--- src/rtl/mnt_pkg.sv ---
package mnt_pkg;

   typedef enum logic [1:0] {
      MCMD_REF = 2'd0,
      MCMD_ZQL = 2'd1,
      MCMD_ZQS = 2'd2
   } mcmd_e;

   typedef enum logic [1:0] {
      PH_PRE  = 2'd0,
      PH_ZQ   = 2'd1,
      PH_IREF = 2'd2,
      PH_RUN  = 2'd3
   } phase_e;

endpackage

--- src/rtl/mnt_ref_timer.sv ---
module mnt_ref_timer #(
   parameter int TREFI_CYC = 3120,
   parameter int MAX_DEBT  = 8
) (
   input  logic clk,
   input  logic rst_n,
   input  logic run_i,
   input  logic take_i,
   output logic debt_nz_o
);
   localparam int TW = (TREFI_CYC > 1) ? $clog2(TREFI_CYC) : 1;
   localparam int DW = $clog2(MAX_DEBT + 1);

   logic [TW-1:0] cnt;
   logic [DW-1:0] debt;
   logic          due;

   assign due       = run_i && (cnt == TW'(TREFI_CYC - 1));
   assign debt_nz_o = (debt != '0);

   always_ff @(posedge clk or negedge rst_n) begin
      if (!rst_n) begin
         cnt <= '0;
      end else if (run_i) begin
         if (due) cnt <= '0;
         else     cnt <= cnt + 1'b1;
      end
   end

   always_ff @(posedge clk or negedge rst_n) begin
      if (!rst_n) begin
         debt <= '0;
      end else begin
         case ({due, take_i})
            2'b10:   if (debt != DW'(MAX_DEBT)) debt <= debt + 1'b1;
            2'b01:   if (debt != '0) debt <= debt - 1'b1;
            default: debt <= debt;
         endcase
      end
   end

   // banked deadlines never exceed the configured ceiling
   a_r8_debt_cap: assert property (@(posedge clk) disable iff (!rst_n)
      debt <= DW'(MAX_DEBT));

   // a burst is only started against a banked deadline
   a_r8_take_owed: assert property (@(posedge clk) disable iff (!rst_n)
      take_i |-> debt != '0);

endmodule

--- src/rtl/mnt_rst_stretch.sv ---
module mnt_rst_stretch #(
   parameter int RST_MIN_CYC = 40
) (
   input  logic clk,
   input  logic rst_n,
   input  logic req_i,
   output logic mem_rst_n_o
);
   localparam int CW = $clog2(RST_MIN_CYC + 1);

   logic [CW-1:0] cnt;

   always_ff @(posedge clk or negedge rst_n) begin
      if (!rst_n)            cnt <= '0;
      else if (req_i)        cnt <= CW'(RST_MIN_CYC);
      else if (cnt != '0)    cnt <= cnt - 1'b1;
   end

   assign mem_rst_n_o = (cnt == '0);

   // width tracker used only by the check below
   logic [CW-1:0] low_len;
   always_ff @(posedge clk or negedge rst_n) begin
      if (!rst_n)                              low_len <= '0;
      else if (mem_rst_n_o)                    low_len <= '0;
      else if (low_len != CW'(RST_MIN_CYC))    low_len <= low_len + 1'b1;
   end

   // every low pulse on the memory reset lasts the minimum width
   a_r9_min_width: assert property (@(posedge clk) disable iff (!rst_n)
      $rose(mem_rst_n_o) |-> low_len == CW'(RST_MIN_CYC));

endmodule

--- src/rtl/mnt_sched.sv ---
module mnt_sched
   import mnt_pkg::*;
#(
   parameter int INIT_REFS     = 2,
   parameter int REF_BURST     = 4,
   parameter int CMD_GAP       = 43,
   parameter bit ZQ_LONG_FIRST = 1'b1
) (
   input  logic       clk,
   input  logic       rst_n,
   input  logic       init_go_i,
   input  logic       zql_req_i,
   input  logic       zqs_req_i,
   input  logic       debt_nz_i,
   input  logic       cmd_ready_i,
   output logic       cmd_valid_o,
   output logic [1:0] cmd_type_o,
   output logic       take_o,
   output logic       init_done_o
);
   localparam int MAXR = (REF_BURST > INIT_REFS) ? REF_BURST : INIT_REFS;
   localparam int RW   = $clog2(MAXR + 1);
   localparam int GW   = $clog2(CMD_GAP + 1);

   phase_e        ph, ph_n;
   mcmd_e         tq, ltype;
   logic          vq;
   logic [GW-1:0] gap;
   logic [RW-1:0] rl, rl_n;
   logic          pl, ps;
   logic          pick_l, pick_s;
   logic          clr_l, clr_s;
   logic          launch, slot;

   generate
      if (ZQ_LONG_FIRST) begin : g_long_first
         assign pick_l = pl;
         assign pick_s = ps & ~pl;
      end else begin : g_short_first
         assign pick_s = ps;
         assign pick_l = pl & ~ps;
      end
   endgenerate

   assign slot = !vq && (gap == '0);

   always_comb begin
      launch = 1'b0;
      ltype  = MCMD_REF;
      take_o = 1'b0;
      ph_n   = ph;
      rl_n   = rl;
      clr_l  = 1'b0;
      clr_s  = 1'b0;
      if (slot) begin
         case (ph)
            PH_PRE: if (init_go_i) begin
               launch = 1'b1;
               ltype  = MCMD_ZQL;
               ph_n   = PH_ZQ;
            end
            PH_ZQ: begin
               launch = 1'b1;
               rl_n   = RW'(INIT_REFS - 1);
               ph_n   = PH_IREF;
            end
            PH_IREF: begin
               if (rl != '0) begin
                  launch = 1'b1;
                  rl_n   = rl - 1'b1;
               end else begin
                  ph_n = PH_RUN;
               end
            end
            default: begin
               if (rl != '0) begin
                  launch = 1'b1;
                  rl_n   = rl - 1'b1;
               end else if (debt_nz_i) begin
                  launch = 1'b1;
                  take_o = 1'b1;
                  rl_n   = RW'(REF_BURST - 1);
               end else if (pick_l) begin
                  launch = 1'b1;
                  ltype  = MCMD_ZQL;
                  clr_l  = 1'b1;
               end else if (pick_s) begin
                  launch = 1'b1;
                  ltype  = MCMD_ZQS;
                  clr_s  = 1'b1;
               end
            end
         endcase
      end
   end

   always_ff @(posedge clk or negedge rst_n) begin
      if (!rst_n) begin
         ph  <= PH_PRE;
         vq  <= 1'b0;
         tq  <= MCMD_REF;
         gap <= '0;
         rl  <= '0;
         pl  <= 1'b0;
         ps  <= 1'b0;
      end else begin
         ph <= ph_n;
         rl <= rl_n;
         pl <= (pl & ~clr_l) | zql_req_i;
         ps <= (ps & ~clr_s) | zqs_req_i;
         if (launch) begin
            vq <= 1'b1;
            tq <= ltype;
         end else if (vq && cmd_ready_i) begin
            vq  <= 1'b0;
            gap <= GW'(CMD_GAP);
         end else if (gap != '0) begin
            gap <= gap - 1'b1;
         end
      end
   end

   assign cmd_valid_o = vq;
   assign cmd_type_o  = tq;
   assign init_done_o = (ph == PH_RUN);

   // an offered command holds until taken
   a_r7_hold: assert property (@(posedge clk) disable iff (!rst_n)
      vq && !cmd_ready_i |=> vq && $stable(tq));

   // a ZQ command starts only with no refresh owed or in flight
   a_r6_ref_first: assert property (@(posedge clk) disable iff (!rst_n)
      $rose(vq) && tq != MCMD_REF |-> rl == '0 && !$past(debt_nz_i));

   // the short calibration never appears during initialization
   a_r1_init_types: assert property (@(posedge clk) disable iff (!rst_n)
      vq && ph != PH_RUN |-> tq != MCMD_ZQS);

   // nothing is offered while the spacing counter runs
   a_r3_spacing: assert property (@(posedge clk) disable iff (!rst_n)
      vq && !$past(vq) |-> $past(gap) == '0);

endmodule

--- src/rtl/ddr3_maint_seq.sv ---
module ddr3_maint_seq #(
   parameter int TREFI_CYC     = 3120,
   parameter int REF_BURST     = 4,
   parameter int CMD_GAP       = 43,
   parameter int MAX_DEBT      = 8,
   parameter int INIT_REFS     = 2,
   parameter int RST_MIN_CYC   = 40,
   parameter int IDLE_GAP      = 2,
   parameter bit ZQ_LONG_FIRST = 1'b1
) (
   input  logic       clk,
   input  logic       rst_n,
   input  logic       init_go,
   input  logic       zq_long_req,
   input  logic       zq_short_req,
   input  logic       dp_busy,
   input  logic       mem_rst_req,
   input  logic       cmd_ready,
   output logic       cmd_valid,
   output logic [1:0] cmd_type,
   output logic       init_done,
   output logic       mem_rst_n,
   output logic       dll_upd_n
);
   // configuration checks at elaboration
   generate
      if (TREFI_CYC <= REF_BURST * (CMD_GAP + 2)) begin : g_bad_trefi
         $error("refresh interval shorter than one full burst");
      end
      if (REF_BURST < 1 || INIT_REFS < 1 || MAX_DEBT < 1) begin : g_bad_count
         $error("burst, init refresh and debt counts must be at least 1");
      end
      if (CMD_GAP < 1 || RST_MIN_CYC < 1 || IDLE_GAP < 0) begin : g_bad_time
         $error("gap and reset width must be at least 1 cycle");
      end
   endgenerate

   logic debt_nz;
   logic take;

   mnt_ref_timer #(
      .TREFI_CYC (TREFI_CYC),
      .MAX_DEBT  (MAX_DEBT)
   ) u_timer (
      .clk       (clk),
      .rst_n     (rst_n),
      .run_i     (init_done),
      .take_i    (take),
      .debt_nz_o (debt_nz)
   );

   mnt_sched #(
      .INIT_REFS     (INIT_REFS),
      .REF_BURST     (REF_BURST),
      .CMD_GAP       (CMD_GAP),
      .ZQ_LONG_FIRST (ZQ_LONG_FIRST)
   ) u_sched (
      .clk         (clk),
      .rst_n       (rst_n),
      .init_go_i   (init_go),
      .zql_req_i   (zq_long_req),
      .zqs_req_i   (zq_short_req),
      .debt_nz_i   (debt_nz),
      .cmd_ready_i (cmd_ready),
      .cmd_valid_o (cmd_valid),
      .cmd_type_o  (cmd_type),
      .take_o      (take),
      .init_done_o (init_done)
   );

   mnt_rst_stretch #(
      .RST_MIN_CYC (RST_MIN_CYC)
   ) u_rst (
      .clk         (clk),
      .rst_n       (rst_n),
      .req_i       (mem_rst_req),
      .mem_rst_n_o (mem_rst_n)
   );

   // DLL update window: datapath must have been quiet for IDLE_GAP cycles
   logic quiet;
   generate
      if (IDLE_GAP == 0) begin : g_no_guard
         assign quiet = 1'b1;
      end else begin : g_guard
         localparam int IW = $clog2(IDLE_GAP + 1);
         logic [IW-1:0] idle_cnt;
         always_ff @(posedge clk or negedge rst_n) begin
            if (!rst_n)                             idle_cnt <= '0;
            else if (dp_busy)                       idle_cnt <= '0;
            else if (idle_cnt != IW'(IDLE_GAP))     idle_cnt <= idle_cnt + 1'b1;
         end
         assign quiet = (idle_cnt == IW'(IDLE_GAP));
      end
   endgenerate

   assign dll_upd_n = ~(init_done & ~dp_busy & quiet);

   // the delay code is frozen whenever a transfer is running
   a_r10_busy_blocks: assert property (@(posedge clk) disable iff (!rst_n)
      dp_busy |-> dll_upd_n);

   // no DLL update before initialization completes
   a_r10_needs_init: assert property (@(posedge clk) disable iff (!rst_n)
      !init_done |-> dll_upd_n);

   // the window opens only after a quiet cycle on the datapath
   a_r10_quiet_before: assert property (@(posedge clk) disable iff (!rst_n)
      $fell(dll_upd_n) |-> !$past(dp_busy) || IDLE_GAP == 0);

endmodule

--- config.mk ---
export PLATFORM = sky130hd
export DESIGN_NAME = ddr3_maint_seq
export DESIGN_NICKNAME = d
export VERILOG_FILES = /design/src/rtl/mnt_pkg.sv /design/src/rtl/mnt_ref_timer.sv /design/src/rtl/mnt_rst_stretch.sv /design/src/rtl/mnt_sched.sv /design/src/rtl/ddr3_maint_seq.sv
export SDC_FILE = /design/constraint.sdc
export NUM_CORES = 1
export LEC_CHECK = 0
export BUFFER_PORTS_ARGS = -buffer_cell sky130_fd_sc_hd__buf_4
export CAP_MARGIN = 10
export CORE_UTILIZATION = 30
export CTS_BUF_LIST = sky130_fd_sc_hd__clkbuf_4 sky130_fd_sc_hd__clkbuf_8
export CTS_CLUSTER_SIZE = 30
export DETAILED_ROUTE_END_ITERATION = 10
export PLACE_DENSITY_LB_ADDON = 0.08
export REMOVE_ABC_BUFFERS = 1
export SKIP_CTS_REPAIR_TIMING = 1
export SYNTH_ARGS = -nofsm -noshare
export SYNTH_HDL_FRONTEND = slang
export SYNTH_SLANG_ARGS = --single-unit
export TNS_END_PERCENT = 50
--- constraint.sdc ---
create_clock -name clk -period 3.53 [get_ports clk]
set_clock_uncertainty 0.1 [all_clocks]
set_input_delay 0.1765 -clock clk [delete_from_list [all_inputs] [get_ports clk]]
set_output_delay 0.1765 -clock clk [all_outputs]
set_load 0.1 [all_outputs]
Word-level counts from Yosys, hierarchy flattened:

Cells that the tools add are included.

* register bits after elaboration: 40
* input bits: 8
* output and inout bits: 6
* word-level logic and storage cells: 118

* add/sub/neg operators: 7
* eq/ne operators: 14
* mux-type cells: 48
* bitwise gates (word level): 14
* reduce and logical (&&, ||, !) cells: 24

Operator list (count)
* 2-to-1 mux 1 bit: 24
* 2-to-1 mux 6 bit: 4
* 2-to-1 mux 2 bit: 9
* adder 12 x 1 -> 12 bit (second input constant): 1
* equality test 12 bit (second input constant): 1
* logical NOT 6 bit: 2
* 2-to-1 mux 12 bit: 1
* nonzero test 6 bit: 2
* subtractor 6 x 1 -> 6 bit (second input constant): 2
* nonzero test 2 bit: 5
* 2-to-1 mux 3 bit: 3
* case mux 3 bit (3 select lines): 1
* nonzero test 3 bit: 3
* equality test 2 bit (second input constant): 4
* 2-to-1 mux 4 bit: 2
* inequality test 2 bit (second input constant): 4
* case mux 4 bit (2 select lines): 1
* AND reduction 4 bit: 2
* NOT 1 bit: 7
* case mux 2 bit (3 select lines): 1
* AND 1 bit: 5
* adder 4 x 1 -> 4 bit (second input constant): 1
* equality test 2 x 1 -> 1 bit (second input constant): 2
* inequality test 2 x 1 -> 1 bit (second input constant): 2
* other kinds (15): 18

Logic depth before layout (Yosys ltp):

Gate-level depths: netlist of run 1.

* depth in word-level cells: 11
* gate-level depth with buffers: 13

Cells and area by module:

A second synthesis of run 1 with hierarchy kept.

* cell total of the unflattened synthesis: 231
* area total of the unflattened synthesis: 2352.3 um^2

Modules (own cells, without submodules)
* mnt_sched: times used 1, cells an instance 105, area an instance 1034.7 um^2, seq. area each 400.4 um^2
* mnt_ref_timer: times used 1, cells an instance 84, area an instance 882.1 um^2, seq. area each 400.4 um^2
* mnt_rst_stretch: times used 1, cells an instance 32, area an instance 330.3 um^2, seq. area each 150.1 um^2
* ddr3_maint_seq: times used 1, cells an instance 10, area an instance 105.1 um^2, seq. area each 50.0 um^2

Worst setup path before layout of run 1:

Ideal clock, no wire load.

* kind: register to register
* start: reg u_sched.ph[0]
* end: reg u_timer.debt[3]
* setup time: 0.124 ns
* arrival time: 3.370 ns
* data required time: 3.306 ns
* setup slack: -0.064 ns
* stages on the path, launching flop included: 11
* path buffers: 1
* path through: dfrtp_1 -> ha_1 -> nand4_1 -> nor3b_2 -> inv_1 -> ha_1 -> clkbuf_1 -> mux2_2 -> a21oi_1 -> o21ai_0 -> xnor2_1

* elaborated cells between the ends (all ways): 15
* classes of those cells: eq/ne: 7; mux: 3; reduce/logical: 5

RTL lines
* start: declaration: RTL line mnt_sched.sv:25 `phase_e ph, ph_n;`
* start signal: assignment: RTL line mnt_sched.sv:107 `ph <= ph_n;`
* equality test 2 bit (*): RTL line mnt_sched.sv:125 `assign init_done_o = (ph == PH_RUN);`
* net init_done: RTL line ddr3_maint_seq.sv:21 `output logic init_done,`
* logical AND 1 bit (*): RTL line mnt_ref_timer.sv:18 `assign due = run_i && (cnt == TW'(TREFI_CYC - 1));`
* equality test 2 bit or equality test 2 x 1 -> 1 bit (tied branches): RTL line mnt_ref_timer.sv:34 `case ({due, take_i})`
* inequality test 2 x 1 -> 1 bit (no source line) (tied with other cells)
* AND reduction 3 bit (no source line)
* end signal: assignment: RTL line mnt_ref_timer.sv:35 `2'b10: if (debt != DW'(MAX_DEBT)) debt <= debt + 1'b1;`
* end signal: assignment: RTL line mnt_ref_timer.sv:36 `2'b01: if (debt != '0) debt <= debt - 1'b1;`
* end signal: assignment: RTL line mnt_ref_timer.sv:37 `default: debt <= debt;`
* end: declaration: RTL line mnt_ref_timer.sv:15 `logic [DW-1:0] debt;`

The timed path passes the listed nets; every way through them passes the cells marked *.
A chain may end at the register's enable or synchronous reset.

Final worst setup path of run 1:

* start: reg u_sched.gap[0]
* end: reg u_timer.debt[3]

* cells in the longest elaborated chain, start to end: 6
* elaborated cells between the ends (all ways): 10
* classes of those cells: eq/ne: 4; mux: 2; reduce/logical: 4

RTL lines
* start: declaration: RTL line mnt_sched.sv:28 `logic [GW-1:0] gap;`
* start signal: assignment: RTL line mnt_sched.sv:116 `gap <= GW'(CMD_GAP);`
* start signal: assignment: RTL line mnt_sched.sv:118 `gap <= gap - 1'b1;`
* logical NOT 6 bit (*): RTL line mnt_sched.sv:45 `assign slot = !vq && (gap == '0);`
* logical AND 1 bit (*): RTL line mnt_sched.sv:45
* 2-to-1 mux 1 bit (*): RTL line mnt_sched.sv:55 `if (slot) begin`
* equality test 2 bit or equality test 2 x 1 -> 1 bit (tied branches): RTL line mnt_ref_timer.sv:34
* inequality test 2 x 1 -> 1 bit (no source line) (tied with other cells)
* AND reduction 3 bit (no source line)

Mark *: on every way between the ends. The rest lies on a longest branch, timed or not.

==> results.toml, run 1 <==
[routing]
routed_wire_length_per_instance_um = 12.6
total_via_count_after_detailed_routing = 1613
routed_wl_um = 4420
ant_nets = 0
dr.first_iter.drc_count = 52
avgViaCountPerCell = 4.61
drc_errors = 0
drt-pass1-iter-count = 4

[yosys]
synth_common_cells = "40 x sky130_fd_sc_hd__dfrtp_1, 22 x sky130_fd_sc_hd__nand2_1, 21 x sky130_fd_sc_hd__inv_1, 19 x sky130_fd_sc_hd__ha_1, 17 x sky130_fd_sc_hd__nor2_1"
yosys_register_bits = 40
asyncSetResetFlopFracSynth_pct = 100
synth_edf_count = 0
synthDominantAreaCellType = "sky130_fd_sc_hd__dfrtp_1"
synthMostInstantiatedCell = "sky130_fd_sc_hd__dfrtp_1"
synth.yosys.seq_area_share_pct = 43.3
yosys.cell_types.count = 45
ys_top_cells_by_area = "sky130_fd_sc_hd__dfrtp_1 43%, sky130_fd_sc_hd__ha_1 10%, sky130_fd_sc_hd__xnor2_1 5.7%, sky130_fd_sc_hd__nand2_1 3.6%, sky130_fd_sc_hd__inv_1 3.4%"
syn-cell-area_mm2 = 0.00231
ys_warn_count = 0
synth-main-ff-cell = "sky130_fd_sc_hd__dfrtp_1"
avgSynthCellArea_um2 = 10.2
area_share_of_the_leading_cell_type_in_the_synthesized_netlist_pct = 43.3
syn_inst = 226

[sta]
finalSetupTns_ns = 0
fmax_mhz = 313
max_slew_vio_count = 0
finalSetupViolations = 0
rsz_0062_raised_after_global_routing = "false"
worst_margin_pin_slew_ns = 0.536
hold_viol_final = 0
hold_slack_ns = 0.268
max_slew_margin_pct = 64.3
final_min_period_over_clock_period_pct = 90.5
post_route_minimum_period_ns = 3.19

[clock_tree]
cts_root_buf = "sky130_fd_sc_hd__clkbuf_8"
cts.reportedPaths.clkPinSlew_ns = 0.08
cts.sink_count = 40
cts-buffers-inserted = 5
ctsLongestPathBuffers = 2
cts_max_level = 2
cts_tree = "built"
clock_latency_ns = 0.29

[setup_path]
crit_path_top_delay_cell = "sky130_fd_sc_hd__or4b_4"
critPathKind = "reg -> reg"
reg2reg_from = "u_sched.gap[0]"
critPathLaunchType = "flop"
worst_ep_arrival_time_ns = 3.27
endpoint_of_the_lowest_slack_register_to_register_path = "u_timer.debt[3]"
worst-path-max-fanout = 4
cpPeakStageDelay_ns = 0.50
cp_endpoint = "u_timer.debt[3]"
critPathRequiredTime_ns = 3.61
setup.worst_path.end_class = "flop"
worstPathCellList = "inv_1 -> ha_1 -> or4b_4 -> or3_4 -> nor3b_2 -> inv_1 -> ha_1 -> mux2_2 -> a21oi_1 -> o21ai_0 -> xnor2_1"
rrSetupSlack_ns = 0.34
critical_path_startpoint = "u_sched.gap[0]"
ff2ff_path_depth = 11

[grt]
grt_start_max_net_pins = 41
globalRouteMet2Util_pct = 19.0
globalRoute.busiestLayer = "met2"
grt.overflow.total = 0
grt_pass1_wl_um = 7800
antenna_found_initial = 0
grt.met3_usage_pct = 2.54
first_global_vias = 1614
grt_use_met1_pct = 16.1
global_route.usage.total_pct = 12.0

[placed_design]
routability_driven_placement_congestion_ratio = 0.708
dp_hpwl_um = 3150
portBuffers = 13
post_dp_cell_area_mm2 = 0.00253

[die]
fp.dieH_um = 89.8
core_region_area_mm2 = 0.00737
num_rows = 31
io_pins = 14
start_util_pct = 31.4
floorplan.die_area_mm2 = 0.00806
die-width_um = 89.8

[cells_and_area]
finish.utilization_pct = 36.3
flow.area_growth_from_synthesis_pct = 15.7
final_net_count = 278
final_cell_area_mm2 = 0.00268
drive_gt1_share_pct = 14.7
antenna_cells = 0

[power]
peakVddDrop_mv = 0.277
power.internal_uw = 952
share_comb_of_total_power_pct = 40.0
p_seq_share_pct = 41.3
power.switching_uw = 645
clkPwrFrac_pct = 18.7
power-per-cell-area_mw_per_mm2 = 597
p_sw_share_pct = 40.4
power_leakage_uw = 0.00121

[hold_path]
worstHoldPathType = "in -> reg"

[outcome]
outcome = "finished, final reports clean"

[flow_run]
maxCapViolCount = 0
[registers in the layout, summed over array words and instances (netlist names)]
register	flops
u_timer.debt	4
g_guard.idle_cnt	2
u_sched.gap	6
u_sched.cmd_valid_o	1
u_sched.rl	3
u_rst.cnt	6
u_sched.ph	2
u_sched.pick_l	1
u_sched.cmd_type_o	2
u_timer.cnt	12
u_sched.ps	1
[worst max-delay path, delay by kind of cell, from the launching register on]
kind	cells	cell delay, ns
AND/OR/NAND/NOR	3	1.12
AO/OA/AOI/OAI	2	0.51
flip-flops	1	0.39
adder cells (fa/ha/maj)	2	0.37
multiplexers	1	0.25
buffers and inverters	2	0.19
XOR/XNOR	1	0.15
[power groups by stage]
| stage | logic (uW) | clock network (uW) | registers (uW) |
|---|---|---|---|
| 2_1_floorplan | 481 | 0 | 673 |
| 3_3_place_gp | 636 | 0 | 666 |
| 3_5_place_dp | 636 | 0 | 668 |
| 4_1_cts | 644 | 321 | 659 |
| 5_1_grt | 725 | 337 | 675 |
| 6_report | 639 | 298 | 660 |
[logic make-up after synthesis]
| group | Yosys count | share of synthesized area, % |
|---|---|---|
| AOI/OAI and AO/OA | 30 | 10.0 |
| xor gates and xnor gates | 21 | 7.95 |
| adders and majority gates | 19 | 10.3 |
| buffers and inverters | 23 | 3.73 |
| DFF | 40 | 43.3 |
| muxes | 7 | 3.68 |
| and+or+nand+nor | 86 | 21.0 |
[how the worst min path moves through the flow]
| stage | start | endpoint | slack [ns] | cells after the start |
|---|---|---|---|---|
| 2_1_floorplan | rst_n | g_guard.idle_cnt[0] | -0.22 | 0 |
| 3_3_place_gp | rst_n | u_rst.cnt[4] | 0.11 | 1 |
| 3_5_place_dp | rst_n | u_rst.cnt[4] | 0.10 | 1 |
| 4_1_cts | rst_n | u_timer.cnt[7] | -0.23 | 1 |
| 5_1_grt | init_go | u_sched.ph[0] | 0.32 | 5 |
| 6_report | init_go | u_sched.ph[0] | 0.27 | 5 |
[metrics by stage]
step	worst slack (ns)	power [uW]	cells
3_5_place_dp	0.332	1300	337
2_1_floorplan	0.0101	1150	224
3_3_place_gp	0.396	1300	337
5_1_grt	0.108	1740	350
6_report	0.337	1600	350
4_1_cts	0.325	1620	344
[routing by layer]
metal | wire length, um | vias to the layer above | share of wire [%]
met5 | 0 | - | 0
met4 | 47 | 0 | 1.1
met3 | 103 | 5 | 2.3
met2 | 2000 | 14 | 45
met1 | 2270 | 772 | 51
li1 | - | 822 | -
[area by class of cell]
| type | instances | area [um^2] |
|---|---|---|
| fill | 787 | 4690 |
| multi-input combinational | 163 | 1220 |
| sequential | 40 | 1000 |
| timing repair buffer | 20 | 165 |
| tap | 99 | 124 |
| inverter | 21 | 78.8 |
| clock buffer | 5 | 68.8 |
| clock inverter | 2 | 12.5 |
[layout by cell type (no fill, tap or decap), drive strengths merged, types with 6 or more instances in the layout]
master       Yosys  layout
mux2             6       6
inv             21      21
xor2             6       6
nand2b           7       7
ha              19      19
a21oi            7       7
buf              0      14
dlygate4sd3      0       6
dfrtp           40      40
nor2            17      17
nand3            7       7
nor3             8       8
xnor2           15      15
nand2           22      22
No activity file was read; power rests on OpenSTA's default activity.
==> run 2: changes to the inputs <==
clock period = 3.17 ns   (was 3.53 ns; I/O delays follow)
==> results.toml, run 2 (synthesized netlist as in run 1, its figures left out) <==
[die]
start_util_pct = 31.4
floorplan.die_area_mm2 = 0.00806
io_pins = 14
fp.dieH_um = 89.8
core_region_area_mm2 = 0.00737
num_rows = 31
die-width_um = 89.8

[setup_path]
critical_path_startpoint = "u_sched.gap[0]"
cp.buffers_inverters = 2
path_delay_family = "simple AND/OR/NAND/NOR gates"
worst-path-max-fanout = 3
critPathLaunchType = "flop"
setup.worst_path.end_class = "flop"
worst_ep_arrival_time_ns = 3.03
rrSetupSlack_ns = 0.22
total_stage_count_of_the_critical_path = 11
cpPeakStageDelay_ns = 0.49
critPathRequiredTime_ns = 3.25
endpoint_of_the_lowest_slack_register_to_register_path = "u_timer.debt[3]"
worstPathCellList = "inv_1 -> ha_1 -> or4b_4 -> or3_4 -> nor3b_4 -> inv_1 -> ha_1 -> mux2_2 -> a21oi_2 -> o21ai_0 -> xnor2_1"
crit_path_top_delay_cell = "sky130_fd_sc_hd__or4b_4"
cp_endpoint = "u_timer.debt[3]"
critPathKind = "reg -> reg"
reg2reg_from = "u_sched.gap[0]"
ff2ff_path_depth = 11

[clock_tree]
cts-buffers-inserted = 5
cts.sink_count = 40
cts_max_level = 2
cts.reportedPaths.clkPinSlew_ns = 0.08
cts_tree = "built"
clock_latency_ns = 0.30
cts_root_buf = "sky130_fd_sc_hd__clkbuf_8"
ctsLongestPathBuffers = 2

[grt]
grt_start_max_net_pins = 41
antenna_found_initial = 0
grt_pass1_wl_um = 7650
global_route.usage.total_pct = 11.8
grt.overflow.total = 0
first_global_vias = 1601

[sta]
worst_margin_pin_slew_ns = 0.521
max_slew_vio_count = 0
max_slew_margin_pct = 65.0
final_min_period_over_clock_period_pct = 93.2
finalSetupViolations = 0
fin_ws_ns = 0.217
fmax_mhz = 339
post_route_minimum_period_ns = 2.95
hold_viol_final = 0
rsz_0062_raised_after_global_routing = "true"

[routing]
routed_wl_um = 4330
total_via_count_after_detailed_routing = 1643
avgViaCountPerCell = 4.60
routed_wire_length_per_instance_um = 12.1
ant_nets = 0
dr.first_iter.drc_count = 31
drt-pass1-iter-count = 4
drc_errors = 0

[placed_design]
detailedPlace.worstSlack_ns = 0.105
portBuffers = 13
routability_driven_placement_congestion_ratio = 0.717
dp_hpwl_um = 3200

[hold_path]
whs_path_depth = 5
worstHoldPathType = "in -> reg"
worst_hold_startpoint = "init_go"

[flow_run]
maxCapViolCount = 0

[power]
total_power_uw = 1910
power_leakage_uw = 0.00126
peakVddDrop_mv = 0.290
power-per-cell-area_mw_per_mm2 = 689

[cells_and_area]
flow.area_growth_from_synthesis_pct = 19.9
layout_commonest_cell = "sky130_fd_sc_hd__dfrtp_1"
largest-register = "u_timer.cnt"
flip_flop_count_of_the_largest_register_all_copies_and_words_added = 12
drive_gt1_share_pct = 17.8
antenna_cells = 0
most-common-layout-cells = "40 x sky130_fd_sc_hd__dfrtp_1, 22 x sky130_fd_sc_hd__nand2_1, 21 x sky130_fd_sc_hd__inv_1"
final_net_count = 284
leading_registers_by_flop_count = "u_timer.cnt: 12 flops, u_rst.cnt: 6 flops, u_sched.gap: 6 flops"
fillers = 737
finish.utilization_pct = 37.6

[outcome]
outcome = "finished, final reports clean"
[run 2: changes by cell type in the layout (fill, tap and decap cells not counted), sizes merged]
| cell | before | now |
|---|---|---|
| clkinvlp | 1 | 0 |
| clkbuf | 5 | 6 |
| buf | 14 | 20 |
| bufinv | 0 | 1 |
[run 2: worst min-delay path by stage]
stage                          end  slack [ns]
2_1_floorplan  g_guard.idle_cnt[0]       -0.24
3_3_place_gp          u_rst.cnt[4]        0.09
3_5_place_dp          u_rst.cnt[4]        0.08
4_1_cts             u_timer.cnt[7]       -0.24
5_1_grt        u_sched.cmd_valid_o        0.27
6_report             u_sched.ph[0]        0.25
[run 2: final cells by class]
cell class	count	area [um^2]	share of cell area [%]
multi-input combinational	163	1240	44.6
sequential	40	1000	36.1
timing repair buffer	26	210	7.58
tap	99	124	4.47
clock buffer	6	82.6	2.98
inverter	21	78.8	2.84
clock inverter	2	38.8	1.40
[run 2: layer usage]
layer,global-route usage (%),up-vias,share of wire (%)
met5,0,-,0
met4,4.37,0,1.2
met3,2.88,7,2.8
met2,18.8,21,46
met1,15.6,776,50
li1,-,839,-
[run 2: report_power, final]
part | internal [uW] | switching (uW) | total (uW) | leakage (uW)
Sequential | 624 | 100 | 724 | 0.000511
Clock | 258 | 187 | 445 | 0.0000614
Combinational | 311 | 432 | 743 | 0.000690
[run 2: per-stage QoR]
step | TNS, ns | hold slack [ns] | area [um^2] | instances
CTS | 0 | -0.244 | 2700 | 351
global placement | 0 | 0.0861 | 2580 | 343
floorplan | -0.974 | -0.237 | 2300 | 224
global route | -0.0240 | 0.275 | 2770 | 357
detailed placement | 0 | 0.0843 | 2580 | 343
finish | 0 | 0.254 | 2770 | 357
[run 2: worst register-to-register path: cells and delay by family (launching register included)]
kind                     cells  cell delay, ns
adder cells (fa/ha/maj)      2            0.37
flip-flops                   1            0.39
AND/OR/NAND/NOR              3            1.09
AO/OA/AOI/OAI                2            0.30
multiplexers                 1            0.27
XOR/XNOR                     1            0.13
buffers and inverters        2            0.19
==> run 3: changes to the inputs <==
ABC_AREA = 1   (was not set)
==> results.toml, run 3 <==
[die]
die-width_um = 92.8
start_util_pct = 31.5
core_region_area_mm2 = 0.00785
floorplan.die_area_mm2 = 0.00860
io_pins = 14
num_rows = 32
fp.dieH_um = 92.8

[cells_and_area]
layout.cells.non_filler = 437
leading_registers_by_flop_count = "u_timer.cnt: 12 flops, u_rst.cnt: 6 flops, u_sched.gap: 6 flops"
antenna_cells = 0
fillers = 840
layout_commonest_cell = "sky130_fd_sc_hd__nand2_1"
most-common-layout-cells = "64 x sky130_fd_sc_hd__nand2_1, 47 x sky130_fd_sc_hd__inv_1, 40 x sky130_fd_sc_hd__dfrtp_1"
flow.area_growth_from_synthesis_pct = 15.7
drive_gt1_share_pct = 13.1
flip_flop_count_of_the_largest_register_all_copies_and_words_added = 12
final_cell_area_mm2 = 0.00286
final_net_count = 361
largest-register = "u_timer.cnt"

[yosys]
ys_warn_count = 0
yosys_register_bits = 40
syn-cell-area_mm2 = 0.00247
synthDominantAreaCellType = "sky130_fd_sc_hd__dfrtp_1"
synth_edf_count = 0
ys_top_cells_by_area = "sky130_fd_sc_hd__dfrtp_1 41%, sky130_fd_sc_hd__nand2_1 9.7%, sky130_fd_sc_hd__ha_1 9.6%, sky130_fd_sc_hd__inv_1 7.1%, sky130_fd_sc_hd__nand3_1 5.1%"
syn_inst = 309
asyncSetResetFlopFracSynth_pct = 100
synthMostInstantiatedCell = "sky130_fd_sc_hd__nand2_1"
synth_common_cells = "64 x sky130_fd_sc_hd__nand2_1, 47 x sky130_fd_sc_hd__inv_1, 40 x sky130_fd_sc_hd__dfrtp_1, 28 x sky130_fd_sc_hd__nor2_1, 25 x sky130_fd_sc_hd__nand3_1"
yosys.cell_types.count = 31
synth.yosys.seq_area_share_pct = 40.5
synth-main-ff-cell = "sky130_fd_sc_hd__dfrtp_1"
avgSynthCellArea_um2 = 8.00
area_share_of_the_leading_cell_type_in_the_synthesized_netlist_pct = 40.5

[sta]
post_route_minimum_period_ns = 2.52
rsz_0062_raised_after_global_routing = "false"
fmax_mhz = 396
fin_ws_ns = 0.645
max_slew_margin_pct = 63.8
finalSetupViolations = 0
max_slew_vio_count = 0
finalSetupTns_ns = 0
worst_margin_pin_slew_ns = 0.542
hold_viol_final = 0
final_min_period_over_clock_period_pct = 79.7

[placed_design]
portBuffers = 13
routability_driven_placement_congestion_ratio = 0.755
place_inst = 424
detailedPlace.worstSlack_ns = 0.648
post_dp_cell_area_mm2 = 0.00270
dp_hpwl_um = 3620

[power]
power_leakage_uw = 0.00143
power-per-cell-area_mw_per_mm2 = 614
peakVddDrop_mv = 0.309
p_sw_share_pct = 39.2
power.internal_uw = 1070
p_seq_share_pct = 39.8
share_comb_of_total_power_pct = 36.0
total_power_uw = 1760
power.switching_uw = 689
clkPwrFrac_pct = 24.1

[routing]
avgViaCountPerCell = 4.38
drt-pass1-iter-count = 4
routed_wl_um = 4790
total_via_count_after_detailed_routing = 1913
routed_wire_length_per_instance_um = 11.0
drc_errors = 0
ant_nets = 0
dr.first_iter.drc_count = 49

[setup_path]
setup.worst_path.end_class = "flop"
worstPathCellList = "ha_1 -> nand3_1 -> nor2_1 -> inv_1 -> nor3_2 -> inv_2 -> ha_1 -> nand2_1 -> inv_1 -> nor2_1 -> ha_1 -> a21oi_1 -> xnor2_1 -> nand2_1 -> o21ai_1"
critPathKind = "reg -> reg"
cpPeakStageDelay_ns = 0.44
worst_ep_arrival_time_ns = 2.65
worst-path-max-fanout = 6
critPathLaunchType = "flop"
worst_path_most_repeated_cell = "sky130_fd_sc_hd__ha_1"
critPathRequiredTime_ns = 3.30
crit_path_top_delay_cell = "sky130_fd_sc_hd__dfrtp_1"

[outcome]
outcome = "finished, final reports clean"

[clock_tree]
cts_root_buf = "sky130_fd_sc_hd__clkbuf_8"
clock_latency_ns = 0.29
cts_max_level = 2
cts.reportedPaths.clkPinSlew_ns = 0.08
ctsLongestPathBuffers = 2
cts_tree = "built"
cts-buffers-inserted = 5
cts.sink_count = 40

[grt]
grt_start_max_net_pins = 41
global_route.usage.total_pct = 12.3
grt_pass1_wl_um = 8440
grt.overflow.total = 0
first_global_vias = 1902
antenna_found_initial = 0

[flow_run]
maxCapViolCount = 0

[hold_path]
worstHoldPathType = "in -> reg"
==> run 3: cell types whose count changed in the layout (fill, tap and decap cells not counted), sizes merged, moves of 4 or more <==
cell / before / now
nand3: 7 / 26
a211oi: 5 / 0
nor2: 17 / 35
inv: 21 / 53
xnor2: 15 / 2
nor4: 4 / 0
o21ai: 5 / 20
nand2: 22 / 67
mux2: 6 / 0
or3: 4 / 0
buf: 20 / 14
nand2b: 7 / 0
==> run 3: worst max-delay path: cells and delay by family, from the launching register on <==
family / cells / cell delay (ns)
AND/OR/NAND/NOR: 6 / 0.82
adder cells (fa/ha/maj): 3 / 0.62
flip-flops: 1 / 0.44
buffers and inverters: 3 / 0.19
XOR/XNOR: 1 / 0.16
AO/OA/AOI/OAI: 2 / 0.13
==> run 3: power by group through the flow <==
stage                     combinational [uW]  sequential, uW  clock [uW]
after floorplan                          413             791           0
after global placement                   640             710           0
after detailed placement                 634             710           0
after CTS                                637             699         447
after global routing                     716             713         466
final                                    633             700         424
==> run 3: metrics by stage <==
| step | hold WS (ns) | utilization (%) |
|---|---|---|
| final | 0.0569 | 36.4 |
| after global routing | 0.0770 | 36.4 |
| after detailed placement | 0.0875 | 34.4 |
| after global placement | 0.0869 | 34.4 |
| after CTS | -0.239 | 35.8 |
| after floorplan | -0.237 | - |
==> run 3: cell families (layout without fill, tap and decap cells) <==
kind of cell / count (synthesis) / count (layout) / synth area share (%)
flip-flops: 40 / 40 / 40.5
XOR/XNOR: 11 / 11 / 3.90
buffers and inverters: 54 / 80 / 8.35
AO/OA/AOI/OAI: 39 / 39 / 9.32
AND/OR/NAND/NOR: 146 / 146 / 28.3
adder cells (fa/ha/maj): 19 / 19 / 9.62
==> run 3: path summary, 6_finish.rpt <==
check,startpoint,endpoint,slack (ns),cells past startpoint
min reg2reg,u_sched.rl[1],u_sched.rl[1],0.37,2
max in group asynchronous,rst_n,u_timer.cnt[8],2.30,2
min,mem_rst_req,u_rst.cnt[2],0.06,4
min in group asynchronous,rst_n,u_sched.cmd_type_o[1],0.29,2
max,u_sched.ph[0],u_timer.debt[2],0.65,15
max reg2reg,u_sched.ph[0],u_timer.debt[2],0.65,15
==> run 3: layer usage <==
metal,part of all wire [%],vias up,track usage (%)
met1,51,870,16.2
met3,1.8,2,2.46
met4,0.77,0,4.23
met2,46,13,20.1
li1,-,1028,-
met5,0,-,0
==> run 3: cell type report <==
class                      count  area [um^2]  share of cell area (%)
inverter                      53          201                    7.04
timing repair buffer          19          155                    5.42
tap                          102          128                    4.46
clock inverter                 2         35.0                    1.22
sequential                    40         1000                    35.0
clock buffer                   6         76.3                    2.67
multi-input combinational    215         1260                    44.2
